--- config.mk ---
export PLATFORM = sky130hd
export DESIGN_NAME = port_rate_limiter
export DESIGN_NICKNAME = d
export VERILOG_FILES = /design/src/rtl/port_rate_limiter.sv
export SDC_FILE = /design/constraint.sdc
export NUM_CORES = 1
export LEC_CHECK = 0
export BUFFER_PORTS_ARGS = -buffer_cell sky130_fd_sc_hd__buf_2
export CAP_MARGIN = 20
export CORE_MARGIN = 1.5
export CORE_UTILIZATION = 64
export CTS_CLUSTER_SIZE = 24
export DETAILED_ROUTE_END_ITERATION = 12
export PLACE_DENSITY = 0.91
export SYNTH_ARGS = -nofsm -noshare
export SYNTH_HDL_FRONTEND = slang
export SYNTH_SLANG_ARGS = --single-unit
--- constraint.sdc ---
create_clock -name clk -period 7.6 [get_ports clk]
set_input_delay 1.14 -clock clk [delete_from_list [all_inputs] [get_ports clk]]
set_output_delay 1.14 -clock clk [all_outputs]
set_load 0.01 [all_outputs]
--- src/rtl/port_rate_limiter.sv ---
module port_rate_limiter #(
  parameter int PKT_W  = 16,
  parameter int WORD_W = 16,
  parameter int WCNT_W = 11,
  parameter int LIM_W  = 16,
  parameter int CRED_W = 12
) (
  input  logic              clk,
  input  logic              rst_n,
  input  logic [PKT_W-1:0]  pkt_cost,
  input  logic [WORD_W-1:0] word_cost,
  input  logic [LIM_W-1:0]  burst_lim,
  input  logic [CRED_W-1:0] refill,
  input  logic              pkt_start,
  input  logic [WCNT_W-1:0] pkt_words,
  output logic              send_ok
);

  localparam int PW    = PKT_W + 8;
  localparam int WW    = WORD_W + WCNT_W;
  localparam int LW    = LIM_W + 8;
  localparam int M1    = (PW > WW) ? PW : WW;
  localparam int M2    = (M1 > LW) ? M1 : LW;
  localparam int M3    = (M2 > CRED_W) ? M2 : CRED_W;
  localparam int ACC_W = M3 + 2;
  localparam int SUM_W = ACC_W + 1;

  logic signed [ACC_W-1:0] bal_q;
  logic signed [SUM_W-1:0] bal_ext, ceil_v, raised, filled, debit, next_bal;
  logic        [WW-1:0]    word_chg;
  logic        [SUM_W-1:0] charge;
  logic                    take;

  assign send_ok  = ~bal_q[ACC_W-1];
  assign take     = pkt_start & send_ok;

  assign bal_ext  = {bal_q[ACC_W-1], bal_q};
  assign ceil_v   = $signed({{(SUM_W-LW){1'b0}}, burst_lim, 8'h00});
  assign raised   = bal_ext + $signed({{(SUM_W-CRED_W){1'b0}}, refill});
  assign filled   = (raised > ceil_v) ? ceil_v : raised;

  assign word_chg = {{WCNT_W{1'b0}}, word_cost} * {{WORD_W{1'b0}}, pkt_words};
  assign charge   = {{(SUM_W-PW){1'b0}}, pkt_cost, 8'h00}
                  + {{(SUM_W-WW){1'b0}}, word_chg};
  assign debit    = take ? $signed(charge) : '0;
  assign next_bal = filled - debit;

  always_ff @(posedge clk or negedge rst_n) begin
    if (!rst_n) bal_q <= '0;
    else        bal_q <= next_bal[ACC_W-1:0];
  end

endmodule

# --- Word-level counts from Yosys, hierarchy flattened ---
# Cells that the tools add are included.
totals:
  output_inout_bits: 1
  ff_bits: 29
  elab_cells: 10
op_classes:
  magnitude_cmp: 1
  mul: 1
  bitwise: 2
  n_addsub: 3
  mux: 2
op_table:
  columns: ["op", "count"]
  rows:
  - ["$add 29x13->30", 1]
  - ["$gt 30x25->1", 1]
  - ["$mux 29", 1]
  - ["$sub 29x29->29", 1]
  - ["$add 24x27->28", 1]
  - ["$mux 28", 1]
  - ["$mul 16x11->27", 1]
  - ["$and 1x1->1", 1]
  - ["$not 1->1", 1]

# --- Logic depth before layout (Yosys ltp) ---
# Gate-level depths: netlist (run 1).
depth:
  word_depth: 4
  mapped_depth: 32
  ltp_nobuf: 30

# --- Worst setup path before layout (run 1) ---
# No wires, ideal clock.
synth_path:
  path_kind: "input -> register"
  from: "input port pkt_words[7]"
  to: "register bal_q[27]"
  required_time_ns: 7.520
  setup_time_ns: 0.080
  stages: 24
  n_path_buf: 1
  arrival_ns: 7.448
  setup_slack_ns: 0.072
  path_cell_list: "clkbuf_1 nand2_1 fa_1 inv_1 fa_1 fa_1 fa_1 inv_1 fa_1 inv_1 ha_1 and3_1 or4_1 o21ai_0 nor3_1 or4b_2 ha_1 a21o_1 a21oi_1 nor2b_1 a311oi_1 o21bai_1 a21oi_1 xnor2_1"
synth_between:
  elab_chain_len: 4
synth_rtl:
  columns: ["element", "line_no", "rtl"]
  rows:
  - ["start: declaration", "15", "input logic [WCNT_W-1:0] pkt_words,"]
  - ["$mul 16x11->27", "42", "assign word_chg = {{WCNT_W{1'b0}}, word_cost} * {{WORD_W{1'b0}}, pkt_words};"]
  - ["$add 24x27->28", "44", "+ {{(SUM_W-WW){1'b0}}, word_chg};"]
  - ["$mux 28", "45", "assign debit = take ? $signed(charge) : '0;"]
  - ["$sub 29x29->29", "46", "assign next_bal = filled - debit;"]
  - ["via next_bal[27]", "29", "logic signed [SUM_W-1:0] bal_ext, ceil_v, raised, filled, debit, next_bal;"]
  - ["end signal: assignment", "50", "else bal_q <= next_bal[ACC_W-1:0];"]
  - ["end: declaration", "28", "logic signed [ACC_W-1:0] bal_q;"]
# The timed path passes the listed nets, and every way through them passes these cells.

# --- Worst setup path in the final report (run 1) ---
# Ends and elaborated chain as after synthesis.

==> results of run 1 <==
==> through the flow <==
step / hold WS, ns / TNS (ns) / instance area (sq um)
3_5_place_dp: 0.726 / -1.37 / 10800
3_3_place_gp: 0.737 / -0.0419 / 10800
5_1_grt: 0.774 / -0.789 / 11200
2_1_floorplan: 0.629 / 0 / 9800
4_1_cts: 0.730 / 0 / 11000
6_report: 0.729 / -0.00346 / 11200
==> layout by cell type (no fill, tap or decap), types with 6 or more instances in the layout <==
master	instances
a211oi_1	6
a21o_1	27
a21oi_1	37
a21oi_2	8
and2_1	71
and3_1	9
buf_2	64
buf_4	77
clkbuf_4	7
dfrtp_1	29
fa_1	144
ha_1	119
inv_1	227
mux2_4	11
nand2_1	155
nand2b_1	10
nand3_1	20
nand4_1	9
nor2_1	30
nor2b_1	9
nor3_1	7
o21a_1	10
o21ai_0	20
o21bai_1	7
xnor2_1	49
xor2_1	18
==> worst max path at each step <==
stage                end  slack, ns  depth (start not counted)
3_3_place_gp   bal_q[27]      -0.03                         28
6_report       bal_q[27]     -0.003                         29
2_1_floorplan  bal_q[27]       0.07                         24
3_5_place_dp   bal_q[27]      -0.35                         26
5_1_grt        bal_q[28]      -0.20                         29
4_1_cts        bal_q[27]      0.003                         28
==> timing repair <==
item | CTS | global route
pin swaps | 2 | 12
cloned | 0 | 1
hold buffers | 0 | 0
setup buffers | 1 | 4
endpoints found under the setup margin | 2 | 10
gates resized for setup | 5 | 50
==> layer usage <==
| metal | vias up | global-route usage, % | part of all wire (%) |
|---|---|---|---|
| met5 | - | 0 | 0 |
| met4 | 0 | 12.9 | 5.1 |
| met3 | 132 | 3.84 | 6.9 |
| met2 | 488 | 57.9 | 52 |
| met1 | 4272 | 35.2 | 36 |
| li1 | 3906 | - | - |
==> cell type report <==
class,count,area share [%]
inverter,227,7.60
multi-input combinational,860,73.7
sequential,29,6.47
timing repair buffer,151,8.86
tap,188,2.10
clock buffer,8,1.22
==> worst register-to-register path, delay by kind of cell (launching register included) <==
kind                       cells  cell delay (ns)
AOI/OAI and AO/OA             18             4.12
adders and majority gates      4             1.34
and+or+nand+nor                3             0.39
DFF                            1             0.36
buffers and inverters          2             0.30
muxes                          1             0.20
xor gates and xnor gates       1             0.14
==> cell families (layout without fill, tap and decap cells) <==
family / Yosys count / count (layout)
fa+ha+maj: 269 / 269
flops: 29 / 29
mux: 17 / 17
xor+xnor: 68 / 68
compound gates: 163 / 164
buf+inv: 262 / 386
simple gates: 342 / 342
==> results.ini, run 1 <==
[outcome]
outcome = finished with violations
violations = setup timing

[critical_path]
criticalPathCategory = primary input to register
rrSetupSlack_ns = 0.65
crit_start = pkt_words[7]
path_buf_inv = 5
critical_path_arrival_ns = 7.80
reg2reg_depth = 29
worst-endpoint-required_ns = 7.80
crit_path_top_delay_cell = fa_1
cp_top_family = adder cells
end_kind = register
crit_path_start_kind = primary input
critPathMaxFanout = 13
cpPeakStageDelay_ns = 0.58
cpMostUsedCell = fa_1
r2r-end = bal_q[22]
timing.rr.start = bal_q[0]

[final_layout]
drive_gt1_share_pct = 16.9
multiInputGateArea_sq_um = 8270
syn2layout_area_growth_pct = 14.3
largest_reg_flops = 29
instances_no_fill = 1463
fin_nets = 1617
regMostFlops = bal_q
antenna_cells = 0
regArea_sq_um = 726
postLayoutCoreUtil_pct = 74.3
fill_cells = 939
largestRegisters = bal_q x29

[logic_synthesis]
yosys.area.top_type = fa_1
synth-seq-cells = 29
ys_warn_count = 0
synth_top_family_by_area = adder cells
netlist_instances = 1150
synth_xor_area_share_pct = 6.08
synth.most_common_cell = inv_1
avgSynthCellArea_sq_um = 8.52
muxShareOfSynthArea_pct = 2.35
yosysUniqueCellTypes = 61
synth_area_sq_um = 9800
synth_top_area_share_pct = 29.6
synth-main-ff-cell = dfrtp_1
synth.top_cells.by_count = inv_1 (227), nand2_1 (155), fa_1 (145), ha_1 (124), and2_1 (71)
synth_nets = 1493
synth_edf_count = 0
synthAdderAreaFrac_pct = 45.4
ys_seq_area_share_pct = 7.40
synth-compound-area-share_pct = 11.3
synthSimpleGateAreaFrac_pct = 17.1
synth_area_leaders = fa_1 (30%), ha_1 (16%), inv_1 (8.7%), dfrtp_1 (7.4%), nand2_1 (5.9%)
synthArstFlopShare_pct = 100

[floorplanning]
floorplan.initialDensity_pct = 65.0
dieArea_sq_um = 16100
ioPinCount = 75
rows = 45
die_x_um = 127
die_h_um = 127
coreArea_sq_um = 15100

[timing]
worst_slack_ns = -0.00346
fmax_mhz = 132
maxSlewHeadroom_pct = 55.8
drv_slew = 0
fin_crit_sh_pct = 100
finClkSkew_ns = 0.00306
worst_pin_slew_ns = 0.662
period_minus_slack_ns = 7.60
setup_viol = 1
hold_viol_final = 0

[clock_tree]
clock_path_buffers = 2
cts_buffers = 5
clk_latency_ns = 0.28
htreeDepth = 2
cts_tree = yes
clk_pin_slew_ns = 0.05
clock_sinks = 29
root_buffer = clkbuf_16

[drt]
first_pass_iters = 7
ant_nets = 0
drc_errors = 0
drt-initial-drc-count = 668
wire_per_inst_um = 17.8
vias = 8798
wirelength_mm = 26.0
vias_per_cell = 6.01

[global_routing]
grt_max_degree = 30
track_usage_pct = 30.7
first_global_vias = 9038
antenna_found_initial = 0
grt_pass1_wl_mm = 39.9
grt_overflow = 0

[placed_design]
hpwl_mm = 19.9
pre_cts_slack_ns = -0.346
portBuffers = 74
routabilityCongestion = 0.874
placed_cells = 1449

[worst_hold_path]
worstHoldStart = bal_q[28]
hp-class = register to register
min_to = bal_q[28]
whs_path_depth = 2

[run]
maxCapViolCount = 0

Power of run 1 is not shown: default switching activity piles up to over one toggle a cycle in this logic, so the estimate is an artifact.
==> run 2, diff against run 1 <==
--- a/config.mk
+++ b/config.mk
@@ -5,7 +5,7 @@
 export SDC_FILE = /design/constraint.sdc
 export NUM_CORES = 1
 export LEC_CHECK = 0
-export BUFFER_PORTS_ARGS = -buffer_cell sky130_fd_sc_hd__buf_2
+export BUFFER_PORTS_ARGS = -buffer_cell sky130_fd_sc_hd__clkbuf_2
 export CAP_MARGIN = 20
 export CORE_MARGIN = 1.5
 export CORE_UTILIZATION = 64
==> results.ini, run 2 (synthesis gave the netlist of run 1 again) <==
[outcome]
outcome = finished with violations
violations = setup timing

[critical_path]
path_buf_inv = 5
r2r-end = bal_q[22]
worst-endpoint-required_ns = 7.75
cpMostUsedCell = fa_1
crit_path_top_delay_cell = fa_1
worstSetupPathDepth = 26
reg2reg_depth = 31
critPathMaxFanout = 11
end_kind = register
timing.rr.start = bal_q[0]
crit_path_start_kind = primary input
critical_path_arrival_ns = 7.86
crit_start = pkt_words[9]
cp_top_family = adder cells
cpPeakStageDelay_ns = 0.56
criticalPathCategory = primary input to register
rrSetupSlack_ns = 0.80
endpoint = bal_q[28]

[timing]
worst_pin_slew_ns = 0.734
maxSlewHeadroom_pct = 51.1
hold_viol_final = 0
period_minus_slack_ns = 7.71
worst_slack_ns = -0.107
drv_slew = 0
setup_viol = 3
finClkSkew_ns = 0.00201
fin_crit_sh_pct = 101
fmax_mhz = 130

[floorplanning]
die_h_um = 127
rows = 45
dieArea_sq_um = 16100
ioPinCount = 75
die_x_um = 127
floorplan.initialDensity_pct = 65.0
coreArea_sq_um = 15100

[final_layout]
instances_no_fill = 1456
fin_nets = 1611
largest_reg_flops = 29
antenna_cells = 0
mostFrequentLayoutCell = inv_1
design_area_sq_um = 11100
final_cell_mix = inv_1 (227), nand2_1 (155), fa_1 (143), ha_1 (118), and2_1 (71)
largestRegisters = bal_q x29
drive_gt1_share_pct = 16.5
syn2layout_area_growth_pct = 13.7
regMostFlops = bal_q

[clock_tree]
cts_buffers = 5
cts_hold_buf = 0
clock_sinks = 29
cts_tree = yes
root_buffer = clkbuf_16
clk_latency_ns = 0.28
clk_pin_slew_ns = 0.05
clock_path_buffers = 2
htreeDepth = 2

[global_routing]
antenna_found_initial = 0
grt_overflow = 0
grt_max_degree = 30
first_global_vias = 8881
track_usage_pct = 30.6
grt_pass1_wl_mm = 39.2

[worst_hold_path]
hp-class = register to register

[drt]
drc_errors = 0
drt-initial-drc-count = 526
ant_nets = 0
wirelength_mm = 24.8
vias_per_cell = 5.85
wire_per_inst_um = 17.0
first_pass_iters = 5
vias = 8514

[placed_design]
hpwl_mm = 19.8
place_area_sq_um = 10800
routabilityCongestion = 0.906
placed_cells = 1446
portBuffers = 74

[run]
maxCapViolCount = 0

run 2: how the worst min path moves through the flow:
stage                     depth (start not counted)   endpoint  slack [ns]      start
final                                             2  bal_q[28]        0.74  bal_q[28]
after global routing                              2  bal_q[28]        0.77  bal_q[28]
after CTS                                         2  bal_q[28]        0.74  bal_q[28]
after detailed placement                          2  bal_q[28]        0.73  bal_q[28]
after global placement                            2  bal_q[28]        0.72  bal_q[28]
after floorplan                                   2  bal_q[28]        0.63  bal_q[28]
run 2: through the flow:
step | utilization [%] | TNS [ns] | setup WS, ns | hold slack, ns
final | 73.8 | -0.174 | -0.107 | 0.740
after global routing | 73.8 | -0.895 | -0.251 | 0.766
after CTS | 72.6 | 0 | 0.0574 | 0.735
after detailed placement | 71.6 | -0.856 | -0.286 | 0.726
after global placement | 71.6 | -0.207 | -0.113 | 0.724
after floorplan | - | 0 | 0.0722 | 0.629
run 2: final cells by class:
| type | count | area [sq um] |
|---|---|---|
| inverters | 227 | 852 |
| well taps | 188 | 235 |
| fillers | 978 | 3950 |
| multi-input cells | 859 | 8220 |
| flip-flops and latches | 29 | 726 |
| clock buffers | 7 | 143 |
| repair buffers | 146 | 970 |
run 2: metal layers:
metal	routed length, um	track usage (%)	up-vias
met5	0	0	-
met4	1450	15.6	0
met3	1310	4.68	131
met2	12800	55.8	319
met1	9240	34.8	4183
li1	-	-	3881
run 2: what timing repair did:
action	4_1_cts	5_1_grt
gates resized for setup	1	53
setup endpoints to repair	1	10
setup buffers	0	3
pin swaps	0	20
run 2: worst register-to-register path: cells and delay by family (launching register included):
family	cells	cell delay (ns)
mux	1	0.25
xor+xnor	2	0.24
buf+inv	4	0.70
flops	1	0.36
fa+ha+maj	4	1.29
simple gates	4	0.62
compound gates	16	3.28
Power of run 2 is left out for the same reason.
==> run 3, diff against run 2 <==
--- a/config.mk
+++ b/config.mk
@@ -5,6 +5,7 @@
 export SDC_FILE = /design/constraint.sdc
 export NUM_CORES = 1
 export LEC_CHECK = 0
+export ABC_AREA = 1
 export BUFFER_PORTS_ARGS = -buffer_cell sky130_fd_sc_hd__clkbuf_2
 export CAP_MARGIN = 20
 export CORE_MARGIN = 1.5
==> results.ini, run 3 <==
[logic_synthesis]
synth.most_common_cell = nand2_1
synth-main-ff-cell = dfrtp_1
yosysUniqueCellTypes = 44
synth-seq-cells = 29
synth_top_family_by_area = adder cells
netlist_instances = 1554
synth_xor_area_share_pct = 3.60
synth-compound-area-share_pct = 9.59
muxShareOfSynthArea_pct = 0
synthSimpleGateAreaFrac_pct = 23.5
synth_edf_count = 0
synth_top_area_share_pct = 27.1
synth.top_cells.by_count = nand2_1 (432), inv_1 (371), fa_1 (145), ha_1 (124), a21oi_1 (90)
synthArstFlopShare_pct = 100
synth_area_sq_um = 10700
avgSynthCellArea_sq_um = 6.90
synth_area_leaders = fa_1 (27%), nand2_1 (15%), ha_1 (14%), inv_1 (13%), dfrtp_1 (6.8%)
ys_warn_count = 0
yosys.area.top_type = fa_1
synthAdderAreaFrac_pct = 41.6
synth_nets = 1897
ys_seq_area_share_pct = 6.77

[floorplanning]
die_x_um = 132
rows = 47
floorplan.initialDensity_pct = 65.1
die_h_um = 132
coreArea_sq_um = 16500
dieArea_sq_um = 17500
ioPinCount = 75

[timing]
maxSlewHeadroom_pct = 50.8
hold_viol_final = 0
setup_viol = 0
drv_slew = 0
fmax_mhz = 138
period_minus_slack_ns = 7.24
rsz0062_at_grt = false
worst_slack_ns = 0.364
worst_pin_slew_ns = 0.739
fin_crit_sh_pct = 95.2
finClkSkew_ns = 0.00637

[global_routing]
grt_pass1_wl_mm = 47.4
first_global_vias = 10300
grt_max_degree = 30
track_usage_pct = 33.2
antenna_found_initial = 0
grt_overflow = 0

[critical_path]
critical_path_arrival_ns = 7.44
crit_start = word_cost[6]
critPathMaxFanout = 11
timing.rr.start = bal_q[2]
worstSetupPathDepth = 28
crit_path_start_kind = primary input
crit_path_top_delay_cell = fa_1
cp_top_family = adder cells
cpPeakStageDelay_ns = 0.55
reg2reg_depth = 32
criticalPathCategory = primary input to register
path_buf_inv = 5
worst-endpoint-required_ns = 7.80
end_kind = register

[worst_hold_path]
whs_path_depth = 3
worstHoldStart = bal_q[28]
hp-class = register to register

[clock_tree]
root_buffer = clkbuf_16
cts_buffers = 5
clk_pin_slew_ns = 0.05
clock_path_buffers = 2
cts_hold_buf = 0
htreeDepth = 2
cts_tree = yes
clock_sinks = 29
clk_latency_ns = 0.28

[final_layout]
mostFrequentLayoutCell = nand2_1
regArea_sq_um = 726
regMostFlops = bal_q
antenna_cells = 0
largestRegisters = bal_q x29
drive_gt1_share_pct = 7.51
syn2layout_area_growth_pct = 6.70
design_area_sq_um = 11400
multiInputGateArea_sq_um = 8420
final_cell_mix = nand2_1 (432), inv_1 (371), fa_1 (145), ha_1 (124), a21oi_1 (89)
largest_reg_flops = 29
fin_nets = 1940
fill_cells = 1384

[drt]
vias_per_cell = 5.55
drc_errors = 0
wirelength_mm = 27.7
first_pass_iters = 5
wire_per_inst_um = 15.2
vias = 10100
ant_nets = 0
drt-initial-drc-count = 855

[run]
maxCapViolCount = 0

[placed_design]
portBuffers = 74
place_area_sq_um = 11200
routabilityCongestion = 0.926
pre_cts_slack_ns = -0.124
hpwl_mm = 23.8

[outcome]
outcome = finished clean

[run 3: kinds of logic (layout without fill, tap and decap cells)]
logic type,Yosys count,after routing
simple gates,607,607
buf+inv,421,465
flops,29,29
xor+xnor,44,44
fa+ha+maj,269,269
compound gates,184,184
[run 3: worst register-to-register path, delay by kind of cell (launching register included)]
| kind | cells | cell delay (ns) |
|---|---|---|
| compound gates | 4 | 0.92 |
| xor+xnor | 2 | 0.32 |
| fa+ha+maj | 4 | 1.22 |
| buf+inv | 3 | 0.25 |
| flops | 1 | 0.36 |
| simple gates | 19 | 2.59 |
[run 3: repair_timing]
action / 4_1_cts / 5_1_grt
setup buffers: 0 / 0
resized for setup: 0 / 30
setup endpoints to repair: 0 / 8
[run 3: worst paths after layout]
path	to	slack (ns)
min	bal_q[28]	0.79
min in group asynchronous	bal_q[25]	0.92
max	bal_q[24]	0.36
max reg2reg	bal_q[28]	1.87
max in group asynchronous	bal_q[1]	6.21
min reg2reg	bal_q[28]	0.79
[run 3: cell type report]
| cell class | instances | area share [%] |
|---|---|---|
| Tap cell | 220 | 2.41 |
| Sequential cell | 29 | 6.35 |
| Clock buffer | 7 | 1.33 |
| Inverter | 375 | 12.3 |
| Multi-Input combinational cell | 1104 | 73.6 |
| Clock inverter | 1 | 0.0438 |
| Timing Repair Buffer | 82 | 3.96 |
[run 3: metrics by stage]
step           util [%]  hold slack (ns)  std cells  setup TNS (ns)
6_report           69.5            0.789       1818               0
5_1_grt            69.5            0.812       1818               0
4_1_cts            69.2            0.779       1818               0
3_5_place_dp       68.2            0.767       1810          -0.226
3_3_place_gp       68.2            0.730       1810               0
2_1_floorplan         -            0.774       1554               0
[run 3: per-layer routing]
layer,global-route usage (%),part of all wire [%],vias up
met5,0,0,-
met1,45.1,41,4757
li1,-,-,4805
met3,4.18,7.7,86
met4,10.7,2.8,0
met2,55.6,48,443
Power of run 3 is left out for the same reason.
